$ cat src/rtl/gpio_lock_pkg.sv
package gpio_lock_pkg;
  localparam int unsigned NUM_PINS = 16;
  localparam int unsigned MODE_W   = 2;
  localparam int unsigned REG_W    = 32;
  localparam int unsigned KEY_POS  = 16;
  localparam logic [NUM_PINS-1:0] LOCKABLE = 16'h0F0F;

  localparam logic SEL_LOCK = 1'b0;
  localparam logic SEL_MODE = 1'b1;

  typedef enum logic [1:0] {
    SEQ_IDLE = 2'd0,
    SEQ_GOT1 = 2'd1,
    SEQ_GOT0 = 2'd2
  } seq_state_e;
endpackage

$ cat src/rtl/lock_seq_fsm.sv
module lock_seq_fsm
  import gpio_lock_pkg::*;
#(
  parameter int unsigned N_PINS = NUM_PINS
) (
  input  logic              clk_i,
  input  logic              rst_ni,
  input  logic              wr_i,
  input  logic              key_bit_i,
  input  logic [N_PINS-1:0] field_i,
  input  logic              key_active_i,
  output logic              done_o
);
  seq_state_e        state_q, state_d;
  logic [N_PINS-1:0] cap_q, cap_d;

  always_comb begin
    state_d = state_q;
    cap_d   = cap_q;
    done_o  = 1'b0;
    if (wr_i && !key_active_i) begin
      unique case (state_q)
        SEQ_IDLE: if (key_bit_i) begin
          state_d = SEQ_GOT1;
          cap_d   = field_i;
        end
        SEQ_GOT1: begin
          if (!key_bit_i && field_i == cap_q) state_d = SEQ_GOT0;
          else if (key_bit_i) begin
            state_d = SEQ_GOT1;       // deviation, fresh first step
            cap_d   = field_i;
          end else state_d = SEQ_IDLE;
        end
        SEQ_GOT0: begin
          if (key_bit_i && field_i == cap_q) begin
            done_o  = 1'b1;
            state_d = SEQ_IDLE;
          end else if (key_bit_i) begin
            state_d = SEQ_GOT1;
            cap_d   = field_i;
          end else state_d = SEQ_IDLE;
        end
        default: state_d = SEQ_IDLE;
      endcase
    end
  end

  always_ff @(posedge clk_i or negedge rst_ni) begin
    if (!rst_ni) begin
      state_q <= SEQ_IDLE;
      cap_q   <= '0;
    end else begin
      state_q <= state_d;
      cap_q   <= cap_d;
    end
  end

  assert_got0_from_got1_R6: assert property (@(posedge clk_i) disable iff (!rst_ni)
    (state_q == SEQ_GOT0 && $past(state_q) != SEQ_GOT0) |-> $past(state_q) == SEQ_GOT1);

  assert_idle_when_keyed_R7: assert property (@(posedge clk_i) disable iff (!rst_ni)
    key_active_i |=> state_q == SEQ_IDLE);
endmodule

$ cat src/rtl/lock_key_reg.sv
module lock_key_reg
  import gpio_lock_pkg::*;
#(
  parameter int unsigned        N_PINS = NUM_PINS,
  parameter logic [N_PINS-1:0]  LMASK  = LOCKABLE
) (
  input  logic              clk_i,
  input  logic              rst_ni,
  input  logic              wr_i,
  input  logic [N_PINS-1:0] field_i,
  input  logic              done_i,
  output logic [N_PINS-1:0] lock_o,
  output logic              key_o
);
  logic [N_PINS-1:0] lock_q;
  logic              key_q;

  always_ff @(posedge clk_i or negedge rst_ni) begin
    if (!rst_ni) begin
      lock_q <= '0;
      key_q  <= 1'b0;
    end else begin
      if (wr_i && !key_q) lock_q <= field_i & LMASK;
      if (done_i)         key_q  <= 1'b1;
    end
  end

  assign lock_o = lock_q;
  assign key_o  = key_q;

  assert_key_sticky_R7: assert property (@(posedge clk_i) disable iff (!rst_ni)
    key_q |=> key_q);

  assert_lock_frozen_R7: assert property (@(posedge clk_i) disable iff (!rst_ni)
    key_q |=> $stable(lock_q));

  assert_key_from_seq_R4: assert property (@(posedge clk_i) disable iff (!rst_ni)
    $rose(key_q) |-> $past(done_i));
endmodule

$ cat src/rtl/mode_reg.sv
module mode_reg
  import gpio_lock_pkg::*;
#(
  parameter int unsigned N_PINS = NUM_PINS,
  parameter int unsigned FW     = MODE_W,
  localparam int unsigned W     = N_PINS * FW
) (
  input  logic              clk_i,
  input  logic              rst_ni,
  input  logic              wr_i,
  input  logic [W-1:0]      wdata_i,
  input  logic              key_i,
  input  logic [N_PINS-1:0] lock_i,
  output logic [W-1:0]      mode_o
);
  for (genvar p = 0; p < N_PINS; p++) begin : g_pin
    logic [FW-1:0] fld_q;
    logic          frozen;

    assign frozen = key_i & lock_i[p];

    always_ff @(posedge clk_i or negedge rst_ni) begin
      if (!rst_ni)                fld_q <= '0;
      else if (wr_i && !frozen)   fld_q <= wdata_i[p*FW +: FW];
    end

    assign mode_o[p*FW +: FW] = fld_q;

    assert_mode_held_R8: assert property (@(posedge clk_i) disable iff (!rst_ni)
      (wr_i && key_i && lock_i[p]) |=> $stable(mode_o[p*FW +: FW]));

    assert_mode_write_R8: assert property (@(posedge clk_i) disable iff (!rst_ni)
      (wr_i && !(key_i && lock_i[p])) |=> mode_o[p*FW +: FW] == $past(wdata_i[p*FW +: FW]));
  end
endmodule

$ cat src/rtl/gpio_cfg_lock.sv
module gpio_cfg_lock
  import gpio_lock_pkg::*;
#(
  parameter int unsigned N_PINS = NUM_PINS,
  parameter int unsigned FW     = MODE_W,
  parameter int unsigned DW     = REG_W,
  parameter int unsigned KPOS   = KEY_POS
) (
  input  logic                 clk_i,
  input  logic                 rst_ni,
  input  logic                 we_i,
  input  logic                 re_i,
  input  logic                 sel_i,
  input  logic [DW-1:0]        wdata_i,
  output logic [DW-1:0]        rdata_o,
  output logic [N_PINS-1:0]    lock_o,
  output logic                 key_o,
  output logic [N_PINS*FW-1:0] mode_o
);
  logic              lock_wr, mode_wr, done;
  logic [N_PINS-1:0] field;
  logic [DW-1:0]     lock_view, rdata_q;

  assign lock_wr = we_i && (sel_i == SEL_LOCK);
  assign mode_wr = we_i && (sel_i == SEL_MODE);
  assign field   = wdata_i[N_PINS-1:0] & LOCKABLE;

  lock_seq_fsm #(.N_PINS(N_PINS)) u_seq (
    .clk_i, .rst_ni,
    .wr_i        (lock_wr),
    .key_bit_i   (wdata_i[KPOS]),
    .field_i     (field),
    .key_active_i(key_o),
    .done_o      (done)
  );

  lock_key_reg #(.N_PINS(N_PINS), .LMASK(LOCKABLE)) u_lock (
    .clk_i, .rst_ni,
    .wr_i   (lock_wr),
    .field_i(field),
    .done_i (done),
    .lock_o (lock_o),
    .key_o  (key_o)
  );

  mode_reg #(.N_PINS(N_PINS), .FW(FW)) u_mode (
    .clk_i, .rst_ni,
    .wr_i   (mode_wr),
    .wdata_i(wdata_i[N_PINS*FW-1:0]),
    .key_i  (key_o),
    .lock_i (lock_o),
    .mode_o (mode_o)
  );

  always_comb begin
    lock_view               = '0;
    lock_view[N_PINS-1:0]   = lock_o;
    lock_view[KPOS]         = key_o;
  end

  always_ff @(posedge clk_i or negedge rst_ni) begin
    if (!rst_ni)   rdata_q <= '0;
    else if (re_i) rdata_q <= (sel_i == SEL_MODE) ? DW'(mode_o) : lock_view;
  end

  assign rdata_o = rdata_q;

  assert_rdata_hold_R2: assert property (@(posedge clk_i) disable iff (!rst_ni)
    !re_i |=> $stable(rdata_o));

  assert_lock_rd_R2: assert property (@(posedge clk_i) disable iff (!rst_ni)
    (re_i && sel_i == SEL_LOCK) |=> rdata_o[KPOS] == $past(key_o));
endmodule

$ cat config.mk
export PLATFORM = sky130hd
export DESIGN_NAME = gpio_cfg_lock
export DESIGN_NICKNAME = d
export VERILOG_FILES = /design/src/rtl/gpio_lock_pkg.sv /design/src/rtl/lock_seq_fsm.sv /design/src/rtl/lock_key_reg.sv /design/src/rtl/mode_reg.sv /design/src/rtl/gpio_cfg_lock.sv
export SDC_FILE = /design/constraint.sdc
export NUM_CORES = 1
export LEC_CHECK = 0
export BUFFER_PORTS_ARGS = -buffer_cell sky130_fd_sc_hd__buf_2
export CORE_ASPECT_RATIO = 1.75
export CORE_MARGIN = 2
export CORE_UTILIZATION = 46
export CTS_CLUSTER_DIAMETER = 50
export DETAILED_ROUTE_END_ITERATION = 7
export GPL_TIMING_DRIVEN = 0
export PLACE_DENSITY = 0.84
export SETUP_SLACK_MARGIN = 0.02
export SLEW_MARGIN = 20
export SYNTH_ARGS = -nofsm -noshare
export SYNTH_HDL_FRONTEND = slang
export SYNTH_SLANG_ARGS = --single-unit
$ cat constraint.sdc
create_clock -name clk_i -period 1.3 [get_ports clk_i]
set_input_delay 0.195 -clock clk_i [delete_from_list [all_inputs] [get_ports clk_i]]
set_output_delay 0.195 -clock clk_i [all_outputs]
set_load 0.01 [all_outputs]
# Word level (Yosys, flattened, before mapping)
# Index checks and enable logic that the tools add are counted.
# W data, S select, Z words.
[word_totals] reg_bits=91 output_inout_bits=81
[op_classes] eq_ne=6 mux=13 bitwise_logic=9 n_reduce_logical=27
[op_table] cell="$mux W16" n=3
[op_table] cell="$pmux W16 S3" n=1
[op_table] cell="$mux W32" n=1
[op_table] cell="$eq A12 B16 Y1" n=1
[op_table] cell="$logic_and A1 B1 Y1" n=13
[op_table] cell="$logic_not A1 Y1" n=10
[op_table] cell="$and A1 B1 Y1" n=8
[op_table] cell="$mux W2" n=3
[op_table] cell="$ne A2 B2 Y1 const B" n=3
[op_table] cell="$pmux W2 S3" n=1
[op_table] cell="$mux W1" n=4
[op_table] cell="$reduce_and A4 Y1" n=1
[op_table] cell="$reduce_bool A3 Y1" n=1
[op_table] cell="$eq A2 B1 Y1 const B" n=1
[op_table] cell="$eq A2 B2 Y1 const B" n=1
[op_table] cell="$logic_not A2 Y1" n=1
[op_table] cell="$reduce_and A2 Y1" n=1
[op_table] cell="$not A1 Y1" n=1

# Depth between registers and ports, before layout
# Gate-level depths: netlist of the first run.
[logic_depth] ltp_word=5 depth_mapped=6

# Cells and area by module
# A second synthesis of the first run with hierarchy kept.
[unflattened] hier_cells=321 area_unflattened_um2=4154.0
[modules_own_cells] module="gpio_cfg_lock" instances=1 cells_each=142 area_per_inst_um2=1425.1 seq_area_each_um2=800.8
[modules_own_cells] module="mode_reg" instances=1 cells_each=82 area_per_inst_um2=1356.3 seq_area_each_um2=800.8
[modules_own_cells] module="lock_seq_fsm" instances=1 cells_each=68 area_per_inst_um2=939.7 seq_area_each_um2=450.4
[modules_own_cells] module="lock_key_reg" instances=1 cells_each=29 area_per_inst_um2=432.9 seq_area_each_um2=225.2

# Worst setup path before layout of the first run
# Ideal clock, no wire load.
[synth_timing] path_kind="register to register" from="register u_lock.key_q, in the netlist u_lock.key_o" to="register u_lock.lock_q[0], in the netlist u_lock.lock_o[0]" setup_time_ns=0.128 t_arrival_ns=1.177 required_time_ns=1.172 setup_slack_ns=-0.004 path_stages_with_launch=4 path_buffers=1 path_cell_list="dfrtp_1 -> nor3b_4 -> buf_2 -> mux2_1"
[synth_between] elab_chain_len=2
[synth_rtl] element="start: declaration" line_no="lock_key_reg.sv:16" source="logic key_q;"
[synth_rtl] element="start signal: assignment" line_no="lock_key_reg.sv:21" source="key_q <= 1'b0;"
[synth_rtl] element="start signal: assignment" line_no="lock_key_reg.sv:24" source="if (done_i) key_q <= 1'b1;"
[synth_rtl] element="$logic_not A1 Y1" line_no="lock_key_reg.sv:23" source="if (wr_i && !key_q) lock_q <= field_i & LMASK;"
[synth_rtl] element="$logic_and A1 B1 Y1" line_no="lock_key_reg.sv:23"
[synth_rtl] element="end signal: assignment" line_no="lock_key_reg.sv:23"
[synth_rtl] element="end: declaration" line_no="lock_key_reg.sv:15" source="logic [N_PINS-1:0] lock_q;"
# No other way between the ends.
# A chain may end at the register's enable or synchronous reset.

# Final worst setup path of the first run
[layout_timing] from="register u_seq.cap_q[3]" to="register u_seq.cap_q[8]"
[layout_between] elab_chain_len=4
[layout_rtl] element="start: declaration" line_no="lock_seq_fsm.sv:15" source="logic [N_PINS-1:0] cap_q, cap_d;"
[layout_rtl] element="start signal: assignment" line_no="lock_seq_fsm.sv:54" source="cap_q <= cap_d;"
[layout_rtl] element="$eq A12 B16 Y1 (*)" line_no="lock_seq_fsm.sv:28, lock_seq_fsm.sv:35"
[layout_rtl] element="$logic_and A1 B1 Y1, on equally long branches" line_no="lock_seq_fsm.sv:35, lock_seq_fsm.sv:28"
[layout_rtl] element="$ne A2 B2 Y1 (no line)"
[layout_rtl] element="$reduce_and A4 Y1 (no line) (*)"
# Mark *: on every way between the ends. The rest lies on a longest branch, timed or not.

==> results.json, run 1 <==
{
  "status": "finished with violations",
  "failed_checks": "setup timing",
  "part_of_the_yosys_area_used_for_sequential_elements_pct": 56.2,
  "final.setup_skew_ps": 7.52,
  "worstReg2RegStart": "u_seq.cap_q[3]$_DFFE_PN0P_",
  "fin_tns_setup_ps": -1960,
  "placement_rows": 43,
  "global_route_wire_length_before_repair_um": 15100,
  "first_iter_violations": 261,
  "min_delay_path_class": "in2reg",
  "power.share.sequential_pct": 44.9,
  "layout_setup_ws_ps": -92.1,
  "cp_max_fo": 7,
  "die_x_um": 71.8,
  "reported_net_switching_power_mw": 2.05,
  "category_of_the_critical_setup_timing_path": "reg2reg",
  "startpoint_type": "register",
  "finalSetupViolations": 34,
  "share_of_power_burned_in_the_clock_network_pct": 34.7,
  "async_reset_ff_share_pct": 100,
  "max-cap-violations": 0,
  "cp_slowest_cell": "dfrtp_1",
  "boundaryPins": 118,
  "port_buffers": 107,
  "worstPathRequired_ps": 1500,
  "route.vias.total": 3087,
  "floorplan.initialDensity_pct": 47.1,
  "timing.final.crit_share_pct": 107,
  "post_synth.cell_area_avg_um2": 11.4,
  "rsz_0062_raised_after_global_routing": "yes",
  "worstHoldStart": "wdata_i[23]",
  "cts.clk_slew.worst_paths_ps": 60,
  "grt_use_total_pct": 22.7,
  "largest_net_degree_at_the_start_of_global_routing": 61,
  "cts.sinks": 83,
  "routed_wirelength_um": 9800,
  "preCtsSetupSlack_ps": -210,
  "drc": 0,
  "antennaDiodeCount": 0,
  "globalRouteOverflowTotal": 0,
  "worstHoldEndpoint": "u_mode.g_pin[11].fld_q[1]$_DFFE_PN0P_",
  "grt_antenna_before_repair": 0,
  "detailedPlacementHpwl_um": 7100,
  "layout-area-overhead-vs-synth_pct": 34.4,
  "pwr_density_cell_nw_per_um2": 1470,
  "reg2regPathDepth": 5,
  "final_period_minus_worst_setup_slack_ps": 1390,
  "worst-endpoint-arrival_ps": 1590,
  "power.combinational.fraction_pct": 20.5,
  "endpoint_kind": "register",
  "cts-root-to-sink-buffers": 2,
  "leakagePower_nw": 2.39,
  "postRouteAntennaNets": 0,
  "h-tree-depth": 3,
  "viasPerCell": 5.58,
  "core_um2": 7860,
  "report.final.slew_viol_count": 0,
  "yosys_register_bits": 83,
  "reg2reg_to": "u_seq.cap_q[8]$_DFFE_PN0P_",
  "switching_share_pct": 28.0,
  "synth_enable_flop_cells": 0,
  "finish.net_count": 496,
  "cts_tree": "yes",
  "internal-power_mw": 5.26,
  "peakVddDrop_uv": 945,
  "routability_congestion": 0.883,
  "clock-root-buffer": "clkbuf_16",
  "drt-wirelength-per-cell_um": 17.7,
  "hold-path-cell-count": 2,
  "synthDistinctLibCells": 28,
  "ordered_cell_list_for_the_critical_path": "xnor2_2, nand4_1, buf_4, o211ai_1, nand3_1",
  "clkLatencyLatePin_ps": 330,
  "reg2reg_slack_ps": -90,
  "maxSlewHeadroom_pct": 58.5,
  "timing_hold_violations_final": 0,
  "tightest_slew_ps": 622,
  "drive_gt1_share_pct": 43.6,
  "number_of_global_route_vias_before_repair": 2976,
  "syn_area_um2": 3700,
  "syn-instance-count": 323,
  "drt_pre_antenna_iters": 4,
  "total_clock_buffers_created_by_cts": 9,
  "design.die.area_um2": 8800,
  "floorplan.die.height_um": 123,
  "slowest_delay_ps": 430,
  "max_freq_mhz": 718,
  "postSynth.topFlopCell": "dfrtp_1",
  "yosysWarningCount": 0
}
==> registers in the layout, indices dropped and copies added (netlist names) <==
signal / flops
u_lock.lock_o: 8
rdata_o: 32
u_seq.state_q: 2
u_lock.key_o: 1
u_mode.g_pin.fld_q: 32
u_seq.cap_q: 8
==> cells in the mapped netlist, types with 9 or more instances <==
cell type / n / share of area (%)
a21oi_1: 21 / 2.8
and4_1: 10 / 2.4
buf_4: 10 / 2.0
clkbuf_1: 10 / 1.0
dfrtp_1: 83 / 56
inv_1: 25 / 2.5
mux2_1: 22 / 6.7
mux2_2: 18 / 5.5
mux2i_1: 9 / 2.4
nand3_1: 31 / 4.2
nand4_1: 11 / 1.9
nor2_1: 9 / 0.91
o21ai_0: 23 / 3.1
==> kinds of logic after synthesis <==
logic type | Yosys count | synth area share (%)
DFF | 83 | 56.2
and+or+nand+nor | 69 | 11.2
AOI/OAI and AO/OA | 59 | 9.10
buffers and inverters | 54 | 6.94
muxes | 49 | 14.6
xor gates and xnor gates | 8 | 1.90
other | 1 | 0.101
==> metrics by stage <==
step	power [mW]	cell area, um2	cells	hold slack, ps	util, %
after floorplan	3.96	3730	330	-101	-
after global placement	4.54	4370	527	411	55.7
after detailed placement	4.61	4400	528	126	56.1
after CTS	7.25	4880	552	80.0	62.1
after global routing	7.60	4970	553	80.3	63.3
final	7.30	4970	553	81.4	63.3
==> power by group through the flow <==
stage	combinational [mW]	sequential (mW)	clock, mW
2_1_floorplan	0.573	3.38	0
3_3_place_gp	1.28	3.25	0
3_5_place_dp	1.33	3.27	0
4_1_cts	1.45	3.24	2.56
5_1_grt	1.62	3.31	2.67
6_report	1.50	3.28	2.53
==> repair_timing <==
| item | CTS | global route |
|---|---|---|
| gates cloned | 0 | 1 |
| pin swaps | 5 | 12 |
| hold buffers | 1 | 0 |
| endpoints found under the setup margin | 35 | 35 |
| resized for setup | 22 | 17 |
| endpoints found under the hold margin | 23 | 0 |
| setup buffers | 9 | 1 |
==> worst max-delay path, delay by kind of cell (launching register included) <==
| family | cells | cell delay, ps |
|---|---|---|
| compound gates | 1 | 180 |
| xor+xnor | 1 | 190 |
| buf+inv | 1 | 200 |
| flops | 1 | 430 |
| simple gates | 2 | 250 |
==> layout make-up <==
cell class / count / area, um2
plain buffers: 27 / 169
clock buffers: 13 / 260
clock inverters: 2 / 35.0
fillers: 607 / 2890
inverters: 25 / 93.8
multi-input cells: 194 / 1560
flip-flops and latches: 83 / 2080
well taps: 90 / 113
repair buffers: 119 / 663
==> routing by layer <==
| metal | share of wire [%] | wire, um | up-vias | GRT usage [%] |
|---|---|---|---|---|
| met5 | 0 | 0 | - | 0 |
| li1 | - | - | 1402 | - |
| met2 | 55 | 5340 | 148 | 40.0 |
| met1 | 35 | 3420 | 1504 | 24.2 |
| met4 | 4.6 | 446 | 0 | 14.5 |
| met3 | 6.0 | 588 | 33 | 4.52 |
==> worst max-delay path by stage <==
stage,start,to,slack [ps],cells after the start
after floorplan,u_lock.key_o$_DFFE_PN0P_,u_mode.g_pin[10].fld_q[0]$_DFFE_PN0P_,20,3
after global placement,rst_ni,rdata_o[20]$_DFFE_PN0P_,-540,1
after detailed placement,u_seq.cap_q[3]$_DFFE_PN0P_,u_seq.cap_q[8]$_DFFE_PN0P_,-210,4
after CTS,u_lock.key_o$_DFFE_PN0P_,u_seq.cap_q[10]$_DFFE_PN0P_,-110,5
after global routing,u_lock.key_o$_DFFE_PN0P_,u_seq.cap_q[0]$_DFFE_PN0P_,-160,6
final,u_seq.cap_q[3]$_DFFE_PN0P_,u_seq.cap_q[8]$_DFFE_PN0P_,-90,5
==> cell usage in the layout (no fill, tap or decap), drive strengths merged <==
cell and instances:
inv 25, a41o 1, bufinv 1, o21ai 24, conb 8, o22ai 1, clkbuf 22, nand3 33
dfrtp 83, and3 3, buf 136, nor3 1, nand2 2, nor3b 1, mux2i 9, a21oi 25
mux2 40, xnor2 8, o211ai 8, dlygate4sd3 1, and4 10, nand4 11, nor2 9, clkinv 1
Power figures use the tool's default switching activity.
==> inputs of run 2 (changes only) <==
- GPL_TIMING_DRIVEN: 0 -> default
==> results.json, run 2 (synthesized netlist as in run 1, its figures left out) <==
{
  "status": "finished with violations",
  "failed_checks": "setup timing",
  "timing_hold_violations_final": 0,
  "setup.worst_path.start": "u_seq.cap_q[9]$_DFFE_PN0P_",
  "startpoint_type": "register",
  "drt-wirelength-per-cell_um": 17.2,
  "worstHoldStart": "wdata_i[30]",
  "cts_tree": "yes",
  "detailedPlacementHpwl_um": 6800,
  "port_buffers": 109,
  "final_period_minus_worst_setup_slack_ps": 1440,
  "mostFrequentLayoutCell": "buf_2",
  "min_delay_path_class": "in2reg",
  "routability_congestion": 0.919,
  "floorplan.die.height_um": 123,
  "cts-root-to-sink-buffers": 2,
  "leakagePower_nw": 2.42,
  "finish.net_count": 500,
  "peakVddDrop_uv": 1080,
  "drt_pre_antenna_iters": 4,
  "h-tree-depth": 3,
  "n_fill_cell": 601,
  "final_core_utilization_pct": 63.7,
  "total_clock_buffers_created_by_cts": 9,
  "timing.final.crit_share_pct": 110,
  "antennaDiodeCount": 0,
  "hold-path-cell-count": 2,
  "first_iter_violations": 271,
  "postRouteAntennaNets": 0,
  "grt_use_total_pct": 22.5,
  "endpoint_kind": "register",
  "worstHoldEndpoint": "u_mode.g_pin[15].fld_q[0]$_DFFE_PN0P_",
  "pwr_density_cell_nw_per_um2": 1460,
  "design.die.area_um2": 8800,
  "layout-area-overhead-vs-synth_pct": 35.3,
  "worstPathRequired_ps": 1560,
  "number_of_global_route_vias_before_repair": 3142,
  "reg2regPathDepth": 5,
  "die_x_um": 71.8,
  "slowest_delay_ps": 410,
  "grt_antenna_before_repair": 0,
  "max_freq_mhz": 697,
  "largest_net_degree_at_the_start_of_global_routing": 65,
  "max-cap-violations": 0,
  "core_um2": 7860,
  "drive_gt1_share_pct": 45.1,
  "routed_wirelength_um": 9580,
  "final.setup_skew_ps": 2.88,
  "fin_area_um2": 5000,
  "report.final.slew_viol_count": 0,
  "postPlaceCellArea_um2": 4560,
  "cp_slowest_cell": "dfrtp_1",
  "reg2reg_slack_ps": -140,
  "viasPerCell": 5.54,
  "layout_common_cells": "buf_2 (108), dfrtp_1 (83), buf_4 (35)",
  "reg2reg_to": "u_seq.cap_q[10]$_DFFE_PN0P_",
  "drc": 0,
  "cts.sinks": 83,
  "boundaryPins": 118,
  "clock-root-buffer": "clkbuf_16",
  "global_route_wire_length_before_repair_um": 15300,
  "finalSetupViolations": 17,
  "route.vias.total": 3094,
  "clkLatencyLatePin_ps": 330,
  "placement_rows": 43,
  "cp_max_fo": 4,
  "category_of_the_critical_setup_timing_path": "reg2reg",
  "worstReg2RegStart": "u_seq.cap_q[9]$_DFFE_PN0P_",
  "cts.clk_slew.worst_paths_ps": 60,
  "floorplan.initialDensity_pct": 47.1,
  "ordered_cell_list_for_the_critical_path": "xnor2_2, and4_4, buf_4, nand4_1, nand3_1",
  "layout_setup_ws_ps": -135,
  "globalRouteOverflowTotal": 0,
  "rsz_0062_raised_after_global_routing": "yes",
  "worst-endpoint-arrival_ps": 1700
}
==> run 2: changes by cell type in the layout (fill, tap and decap cells not counted), moves of 8 or more <==
cell / change
mux2_4: -8
buf_4: +14
mux2_1: +8
clkbuf_1: -11
==> run 2: metal layers <==
| metal | up-vias | share of wire (%) | global-route usage [%] |
|---|---|---|---|
| met5 | - | 0 | 0 |
| met2 | 138 | 54 | 38.5 |
| met3 | 32 | 5.4 | 4.02 |
| li1 | 1414 | - | - |
| met1 | 1510 | 36 | 25.6 |
| met4 | 0 | 4.1 | 14.0 |
==> run 2: worst max-delay path, delay by kind of cell (launching register included) <==
family / cells / cell delay (ps)
simple gates: 3 / 580
flops: 1 / 410
xor+xnor: 1 / 230
buf+inv: 1 / 140
==> run 2: area by class of cell <==
cell class | count | area [um2] | share of cell area, %
clock buffers | 13 | 280 | 5.60
clock inverters | 3 | 20.0 | 0.400
inverters | 25 | 93.8 | 1.88
multi-input cells | 194 | 1510 | 30.2
flip-flops and latches | 83 | 2080 | 41.5
well taps | 90 | 113 | 2.25
repair buffers | 150 | 907 | 18.1
==> run 2: what timing repair did <==
item,4_1_cts,5_1_grt
cloned,1,0
gates resized for setup,14,13
endpoints found under the setup margin,27,20
hold buffers,1,0
endpoints found under the hold margin,17,0
pin swaps,3,21
setup buffers,0,0
==> run 2: power by group <==
group / internal [mW] / switching, mW
sequential: 2.95 / 0.294
clock: 1.50 / 0.984
combinational: 0.759 / 0.804
total: 5.21 / 2.08
==> run 2: through the flow <==
| stage | power [mW] | setup slack [ps] | instances | hold WS [ps] | TNS, ps |
|---|---|---|---|---|---|
| 3_5_place_dp | 4.72 | -101 | 540 | 96.4 | -912 |
| 5_1_grt | 7.64 | -183 | 558 | 64.9 | -2290 |
| 3_3_place_gp | 4.65 | -53.5 | 540 | 89.6 | -320 |
| 2_1_floorplan | 3.96 | 22.6 | 330 | -101 | 0 |
| 6_report | 7.29 | -135 | 558 | 71.5 | -1340 |
| 4_1_cts | 7.26 | -55.0 | 558 | 64.8 | -534 |
==> run 2: worst max path at each step <==
| stage | cells after the start | endpoint | slack (ps) |
|---|---|---|---|
| final | 5 | u_seq.cap_q[10]$_DFFE_PN0P_ | -140 |
| after global routing | 5 | u_seq.cap_q[10]$_DFFE_PN0P_ | -180 |
| after CTS | 3 | u_lock.lock_o[2]$_DFFE_PN0P_ | -60 |
| after detailed placement | 5 | u_seq.cap_q[8]$_DFFE_PN0P_ | -100 |
| after global placement | 5 | u_seq.cap_q[10]$_DFFE_PN0P_ | -50 |
| after floorplan | 3 | u_mode.g_pin[10].fld_q[0]$_DFFE_PN0P_ | 20 |
==> inputs of run 3 (changes only) <==
- BUFFER_PORTS_ARGS: -buffer_cell sky130_fd_sc_hd__buf_2 -> default
- CORE_UTILIZATION: 46 -> 55
- DONT_BUFFER_PORTS: default -> 1
- GPL_TIMING_DRIVEN: default -> 0
- HOLD_SLACK_MARGIN: default -> 0.05
- PLACE_DENSITY: 0.84 -> 0.81
==> results.json, run 3 (synthesized netlist as in run 1, its figures left out) <==
{
  "max-cap-violations": 0,
  "fin_area_um2": 4710,
  "leakagePower_nw": 2.06,
  "boundaryPins": 118,
  "detailedPlacementHpwl_um": 6300,
  "port_buffers": 0,
  "postRouteAntennaNets": 0,
  "layout_common_cells": "dfrtp_1 (82), nand3_1 (31), dlygate4sd3_1 (31)",
  "timing_hold_violations_final": 83,
  "largest_net_degree_at_the_start_of_global_routing": 84,
  "floorplan.die.height_um": 112,
  "clock-root-buffer": "clkbuf_16",
  "viasPerCell": 6.02,
  "finalSetupViolations": 35,
  "startpoint_type": "register",
  "failed_checks": "hold timing, setup timing",
  "cp_max_fo": 6,
  "mostFrequentLayoutCell": "dfrtp_1",
  "cp_slowest_cell": "dfrtp_2",
  "floorplan.initialDensity_pct": 56.5,
  "preCtsSetupSlack_ps": -206,
  "report.final.slew_viol_count": 0,
  "peakVddDrop_uv": 1360,
  "cts_hold_buf": 31,
  "finish.net_count": 419,
  "drive_gt1_share_pct": 23.0,
  "layout_setup_ws_ps": -185,
  "cts.clk_slew.worst_paths_ps": 60,
  "drt_pre_antenna_iters": 5,
  "routability_congestion": 0.883,
  "core_um2": 6540,
  "routed_wirelength_um": 10400,
  "global_route_wire_length_before_repair_um": 15500,
  "first_iter_violations": 263,
  "cts-root-to-sink-buffers": 2,
  "ordered_cell_list_for_the_critical_path": "nor3b_4, buf_6, nand3_4, a21oi_1, nand3_1",
  "antennaDiodeCount": 0,
  "final_period_minus_worst_setup_slack_ps": 1480,
  "category_of_the_critical_setup_timing_path": "reg2reg",
  "number_of_global_route_vias_before_repair": 3011,
  "pwr_density_cell_nw_per_um2": 1570,
  "globalRouteOverflowTotal": 0,
  "max_freq_mhz": 674,
  "drc": 0,
  "total_clock_buffers_created_by_cts": 9,
  "rsz_0062_raised_after_global_routing": "yes",
  "clkLatencyLatePin_ps": 330,
  "tightest_slew_ps": 661,
  "h-tree-depth": 3,
  "min_delay_path_class": "in2async",
  "drt-wirelength-per-cell_um": 22.1,
  "cts.sinks": 83,
  "final_core_utilization_pct": 72.1,
  "final.setup_skew_ps": 3.39,
  "placement_rows": 39,
  "critical_path_buf_inv_count": 1,
  "reg2regPathDepth": 5,
  "reg2reg_to": "u_seq.cap_q[9]$_DFFE_PN0P_",
  "final.hold.worst_slack_ps": -450,
  "cell_class_contributing_the_biggest_share_of_worst_path_delay": "simple AND/OR/NAND/NOR gates",
  "design.die.area_um2": 7420,
  "reg2reg_slack_ps": -180,
  "worst-endpoint-arrival_ps": 1700,
  "grt_use_total_pct": 28.2,
  "maxSlewHeadroom_pct": 55.9,
  "layout-area-overhead-vs-synth_pct": 27.4,
  "cts_tree": "yes",
  "worstReg2RegStart": "u_lock.key_o$_DFFE_PN0P_",
  "slowest_delay_ps": 460,
  "die_x_um": 66.0,
  "endpoint_kind": "register",
  "postPlaceCellArea_um2": 3830,
  "status": "finished with violations",
  "worstPathRequired_ps": 1510,
  "timing.final.crit_share_pct": 114,
  "power.total_mw": 7.38,
  "grt_antenna_before_repair": 0,
  "route.vias.total": 2822
}
run 3: power breakdown:
part / internal (mW) / switching (mW) / leakage (nW)
combinational: 0.522 / 0.451 / 0.889
sequential: 2.95 / 0.545 / 1.00
clock: 1.92 / 0.988 / 0.169
run 3: repair_timing:
| item | in CTS | in global routing |
|---|---|---|
| buffers inserted | 5 | 3 |
| pin swaps | 13 | 11 |
| cloned | 1 | 2 |
| setup endpoints to repair | 35 | 35 |
| endpoints found under the hold margin | 130 | 83 |
| resized for setup | 22 | 15 |
run 3: how the worst max path moves through the flow:
stage / end / slack [ps] / start / cells after the start
CTS: u_lock.lock_o[3]$_DFFE_PN0P_ / -140 / u_lock.key_o$_DFFE_PN0P_ / 3
finish: u_seq.cap_q[9]$_DFFE_PN0P_ / -180 / u_lock.key_o$_DFFE_PN0P_ / 5
global route: u_seq.cap_q[9]$_DFFE_PN0P_ / -250 / u_lock.key_o$_DFFE_PN0P_ / 5
detailed placement: u_seq.cap_q[9]$_DFFE_PN0P_ / -210 / u_seq.cap_q[9]$_DFFE_PN0P_ / 4
floorplan: u_mode.g_pin[10].fld_q[0]$_DFFE_PN0P_ / 20 / u_lock.key_o$_DFFE_PN0P_ / 3
global placement: u_seq.cap_q[9]$_DFFE_PN0P_ / -190 / u_seq.cap_q[9]$_DFFE_PN0P_ / 4
run 3: layer usage:
layer  vias to the layer above  GRT usage (%)  wire [um]
met1                      1388           29.5       3500
li1                       1253              -          -
met4                         0           15.1        395
met2                       151           50.4       5740
met5                         -              0          0
met3                        30           6.51        725
run 3: area by class of cell:
cell class                      instances  area, um2
Sequential cell                        83       2080
Inverter                               25       93.8
Fill cell                             464       1830
Tap cell                               82        103
Clock inverter                          5        100
Timing Repair Buffer                   41        397
Multi-Input combinational cell        194       1520
Buffer                                 28        180
Clock buffer                           11        243
run 3: metrics by stage:
stage          instances  TNS (ps)
2_1_floorplan        330         0
3_3_place_gp         412     -4540
3_5_place_dp         412     -5490
4_1_cts              464     -2850
5_1_grt              469     -5530
6_report             469     -4080
